<file path="config.mk">
export PLATFORM = sky130hd
export DESIGN_NAME = frac_rate_ctl
export DESIGN_NICKNAME = d
export VERILOG_FILES = /design/src/rtl/fcr_pkg.sv /design/src/rtl/fcr_regs.sv /design/src/rtl/fcr_commit.sv /design/src/rtl/fcr_pulse.sv /design/src/rtl/frac_rate_ctl.sv
export SDC_FILE = /design/constraint.sdc
export NUM_CORES = 1
export LEC_CHECK = 0
export BUFFER_PORTS_ARGS = -buffer_cell sky130_fd_sc_hd__buf_4
export CORE_ASPECT_RATIO = 1.1
export CORE_MARGIN = 2
export CORE_UTILIZATION = 40
export DETAILED_ROUTE_END_ITERATION = 10
export PLACE_DENSITY_LB_ADDON = 0.3
export SKIP_CTS_REPAIR_TIMING = 1
export SYNTH_ARGS = -nofsm -noshare
export SYNTH_HDL_FRONTEND = slang
export SYNTH_HIERARCHICAL = 1
export SYNTH_SLANG_ARGS = --single-unit
</file>
<file path="constraint.sdc">
create_clock -name clk -period 5.4 [get_ports clk]
set_input_delay 0.81 -clock clk [delete_from_list [all_inputs] [get_ports clk]]
set_output_delay 0.81 -clock clk [all_outputs]
set_load 0.02 [all_outputs]
</file>
<file path="src/rtl/fcr_pkg.sv">
package fcr_pkg;

    localparam int FCR_AW     = 12;
    localparam int FCR_DW     = 32;
    localparam int FCR_CODE_W = 5;

    typedef enum logic [1:0] {
        CM_IDLE   = 2'd0,
        CM_ARMED  = 2'd1,
        CM_SETTLE = 2'd2
    } commit_state_e;

    typedef struct packed {
        logic              sel;
        logic              wr;
        logic [FCR_AW-1:0] addr;
        logic [FCR_DW-1:0] wdata;
    } fcr_bus_t;

    function automatic logic addr_hit(input fcr_bus_t b, input logic [FCR_AW-1:0] ofs);
        return b.sel && (b.addr == ofs);
    endfunction

endpackage

</file>
<file path="src/rtl/fcr_regs.sv">
module fcr_regs
    import fcr_pkg::*;
#(
    parameter int                CODE_W   = FCR_CODE_W,
    parameter logic [FCR_AW-1:0] FREQ_OFS = 12'h0E0,
    parameter logic [FCR_AW-1:0] KICK_OFS = 12'h004,
    parameter int                CODE_LSB = 8,
    parameter int                KICK_BIT = 31
) (
    input  logic              clk,
    input  logic              rst,
    input  fcr_bus_t          bus,
    input  logic              busy,
    output logic [CODE_W-1:0] pending_code,
    output logic              kick_req,
    output logic [FCR_DW-1:0] rdata
);

    logic freq_wr;

    assign freq_wr  = addr_hit(bus, FREQ_OFS) && bus.wr;
    assign kick_req = addr_hit(bus, KICK_OFS) && bus.wr && bus.wdata[KICK_BIT];

    always_ff @(posedge clk) begin
        if (rst) begin
            pending_code <= '0;
        end else if (freq_wr) begin
            pending_code <= bus.wdata[CODE_LSB +: CODE_W];
        end
    end

    always_comb begin
        rdata = '0;
        if (bus.sel && !bus.wr) begin
            if (bus.addr == FREQ_OFS) begin
                rdata[CODE_LSB +: CODE_W] = pending_code;
            end else if (bus.addr == KICK_OFS) begin
                rdata[KICK_BIT] = busy;
            end
        end
    end

endmodule

</file>
<file path="src/rtl/fcr_commit.sv">
module fcr_commit
    import fcr_pkg::*;
#(
    parameter int CODE_W = FCR_CODE_W
) (
    input  logic              clk,
    input  logic              rst,
    input  logic              kick_req,
    input  logic              frame_last,
    input  logic [CODE_W-1:0] pending_code,
    output logic [CODE_W-1:0] active_code,
    output logic              busy
);

    commit_state_e state_q;

    assign busy = (state_q != CM_IDLE);

    always_ff @(posedge clk) begin
        if (rst) begin
            state_q     <= CM_IDLE;
            active_code <= '0;
        end else begin
            case (state_q)
                CM_IDLE: begin
                    if (kick_req) begin
                        state_q <= CM_ARMED;
                    end
                end
                CM_ARMED: begin
                    if (frame_last) begin
                        active_code <= pending_code;
                        state_q     <= CM_SETTLE;
                    end
                end
                CM_SETTLE: begin
                    state_q <= CM_IDLE;
                end
                default: begin
                    state_q <= CM_IDLE;
                end
            endcase
        end
    end

endmodule

</file>
<file path="src/rtl/fcr_pulse.sv">
module fcr_pulse
    import fcr_pkg::*;
#(
    parameter int CODE_W = FCR_CODE_W
) (
    input  logic              clk,
    input  logic              rst,
    input  logic [CODE_W-1:0] active_code,
    output logic              clk_en,
    output logic              frame_last
);

    localparam int FRAME = 1 << CODE_W;
    localparam int MW    = CODE_W + 1;

    logic [CODE_W-1:0] pos_q;
    logic [CODE_W-1:0] acc_q;
    logic [MW-1:0]     mult;
    logic [MW-1:0]     sum;

    assign mult       = MW'(FRAME) - {1'b0, active_code};
    assign sum        = {1'b0, acc_q} + mult;
    assign clk_en     = sum[CODE_W];
    assign frame_last = &pos_q;

    always_ff @(posedge clk) begin
        if (rst) begin
            pos_q <= '0;
            acc_q <= '0;
        end else begin
            pos_q <= pos_q + 1'b1;
            acc_q <= sum[CODE_W-1:0];
        end
    end

endmodule

</file>
<file path="src/rtl/frac_rate_ctl.sv">
module frac_rate_ctl
    import fcr_pkg::*;
#(
    parameter int                CODE_W   = FCR_CODE_W,
    parameter logic [FCR_AW-1:0] FREQ_OFS = 12'h0E0,
    parameter logic [FCR_AW-1:0] KICK_OFS = 12'h004,
    parameter int                CODE_LSB = 8,
    parameter int                KICK_BIT = 31
) (
    input  logic              clk,
    input  logic              rst,
    input  logic              bus_sel,
    input  logic              bus_wr,
    input  logic [FCR_AW-1:0] bus_addr,
    input  logic [FCR_DW-1:0] bus_wdata,
    output logic [FCR_DW-1:0] bus_rdata,
    output logic              clk_en_o
);

    fcr_bus_t          bus;
    logic [CODE_W-1:0] pending_code;
    logic [CODE_W-1:0] active_code;
    logic              kick_req;
    logic              kick_busy;
    logic              frame_last;

    assign bus = '{sel: bus_sel, wr: bus_wr, addr: bus_addr, wdata: bus_wdata};

    fcr_regs #(
        .CODE_W  (CODE_W),
        .FREQ_OFS(FREQ_OFS),
        .KICK_OFS(KICK_OFS),
        .CODE_LSB(CODE_LSB),
        .KICK_BIT(KICK_BIT)
    ) u_regs (
        .clk         (clk),
        .rst         (rst),
        .bus         (bus),
        .busy        (kick_busy),
        .pending_code(pending_code),
        .kick_req    (kick_req),
        .rdata       (bus_rdata)
    );

    fcr_commit #(.CODE_W(CODE_W)) u_commit (
        .clk         (clk),
        .rst         (rst),
        .kick_req    (kick_req),
        .frame_last  (frame_last),
        .pending_code(pending_code),
        .active_code (active_code),
        .busy        (kick_busy)
    );

    fcr_pulse #(.CODE_W(CODE_W)) u_pulse (
        .clk        (clk),
        .rst        (rst),
        .active_code(active_code),
        .clk_en     (clk_en_o),
        .frame_last (frame_last)
    );

endmodule

</file>
==> run summary <==
overall global routing resource usage = 13.3%
CP Max Fanout = 6
most numerous cell in the Yosys netlist = buf_4
fraction of layout cells with a size suffix above 1 = 27.6%
M1 WL = 908 um
max_cap viols = 0
Routed Antenna Nets = 0
Final Hold Violating Endpoints = 0
Sw Share = 22.0%
share of total power in the clock network = 37.0%
Layout Utilization = 47.7%
DP HPWL = 1.90 mm
Nets = 238
final worst path period share = 58.3%
asr flop ratio synth = 0%
post-synthesis sequential area ratio = 31.0%
Die Width = 60.8 um
unique cell type count in the Yosys netlist = 36
htree depth = 1
Sink Count = 22
Clock Path Buffers = 2
clock transition at the registers of the reported paths = 0.12 ns
Area contributors post-synth = dfxtp_1 31%, buf_4 14%, nand2b_1 8.4%, mux2i_1 7.1%, ha_1 6.2%
Worst slew margin = 66.7%
Lkg Pwr = 0.651 nW
drc violations = 0
CP arrival = 2.34 ns
grt total ovfl = 0
RSZ-0062 raised after global routing = no
row count = 22
combinational share of power = 12.2%
clk_skew = 0.00329 ns
Avg Cell Area, Syn = 9.21 um^2
maximum clock frequency = 317 MHz
Max Slew Vio Count = 0
Root Driver = clkbuf_4
Initial Utilization = 42.3%
Post-synth EDFFs = 0
drt wl/cell = 10.1 um
Seq pwr share = 50.8%
CTS tree = done
PD cells = 203 nW/um^2
Main synth FF type = dfxtp_1
R2R setup slack = 3.84 ns
clk_lat worst skew = 0.29 ns
net switching power = 71.5 uW
first drt pass iteration count = 4
WP data required = 4.59 ns
core area = 3360 um^2
cell internal pwr = 254 uW
largest net degree at the start of global routing = 33
Vias = 987
antenna cells = 0
GPL Wtd Cong = 0.696
wirelength, routed = 2.31 mm
die outline height = 66.5 um
Setup crit start kind = primary input
I/O pin count = 81
synthesized area = 1420 um^2
initial antenna violation count = 0
die area = 4040 um^2
DR top layer = met4
Setup TNS = 0 ns
first-pass GRT wire length = 4.17 mm
status = finished clean
Layout area overhead = 13.0%
synth warn = 6
Worst setup EP type = primary output
final worst path period need = 3.15 ns
Worst-Margin Slew = 0.496 ns
Hold Path Class = reg2reg
top cell type by total area after synthesis = dfxtp_1
Synth top area share = 31.0%
vias in the first global route = 1,020
Num CTS Buffers = 3
Post-Synthesis Cells = 154
final setup fails = 0
I/O Buffers = 28
routed vias/inst = 4.31
Synth top cells by count = 26 x buf_4, 22 x dfxtp_1, 19 x nand2b_1
WS Path Type = in2out
worst vdd ir = 0.126 mV
post-synthesis register bit count = 22
Routed met3 length = 86 um
routed wl met2 = 1.30 mm
drt initial violations = 10
[path summary, 6_finish.rpt]
check / start / end / cells after the start
hold reg to reg: u_pulse/pos_q[0] / u_pulse/pos_q[0] / 1
setup reg to reg: u_pulse/pos_q[0] / u_commit/active_code[4] / 5
setup / recovery: bus_addr[1] / bus_rdata[12] / 5
hold / removal: u_pulse/pos_q[0] / u_pulse/pos_q[0] / 1
[power groups by stage]
stage	combinational [mW]	sequential, mW	clock [mW]
global route	0.0441	0.166	0.130
detailed placement	0.0391	0.169	0
global placement	0.0382	0.169	0
CTS	0.0393	0.165	0.126
floorplan	0.0400	0.169	0
finish	0.0396	0.165	0.120
[cell type report]
class,instances,area (um^2)
Fill cell,328,1760
Tap cell,48,60.1
Timing Repair Buffer,28,210
Clock inverter,1,30.0
Multi-Input combinational cell,116,798
Sequential cell,22,440
Inverter,11,41.3
Clock buffer,3,22.5
[kinds of logic (layout without fill, tap and decap cells)]
kind of cell,after synthesis,in the layout,synth area share (%)
and+or+nand+nor,62,62,29.7
DFF,22,22,31.0
xor gates and xnor gates,4,4,2.47
AOI/OAI and AO/OA,6,6,2.56
adders and majority gates,8,8,7.58
other,1,26,0.264
buffers and inverters,41,43,19.3
muxes,10,10,7.05
[metal layers]
layer  global-route usage, %  up-vias
met5                       0        -
met4                    3.26        0
met3                    2.33        2
met2                    25.9       25
met1                    14.1      460
li1                        -      500
[flip-flops by register name, indices dropped and copies added (netlist names)]
register / count
u_pulse/pos_q: 5
u_commit/active_code: 5
u_regs/pending_code: 5
u_commit/state_q: 2
u_pulse/acc_q: 5
[placed cells by master (no fill, tap or decap), types with 3 or more instances in the layout]
master / Yosys / layout
buf_4: 26 / 28
conb_1: 1 / 26
dfxtp_1: 22 / 22
nand2b_1: 19 / 19
inv_1: 11 / 11
nor2_1: 11 / 11
mux2i_1: 10 / 10
ha_1: 7 / 7
nor3_2: 5 / 5
clkbuf_4: 0 / 3
nand2b_2: 3 / 3
or2b_2: 3 / 3
[worst max-delay path, cell delays in order]
cell and delay, ns:
buf_4 0.11, or4b_4 0.55, or4_4 0.57, nor3_2 0.13
buf_4 0.17
[metrics by stage]
step                cells  power (mW)  hold WS, ns  setup slack (ns)  instance area, um^2
floorplan             179       0.209        0.418              2.31                 1510
detailed placement    225       0.208        0.439              2.24                 1550
finish                229       0.325        0.454              2.25                 1600
global placement      225       0.207        0.429              2.24                 1550
CTS                   229       0.331        0.460              2.24                 1600
global route          229       0.339        0.509              2.19                 1600
Note: power is estimated with default switching activity, not from simulation.
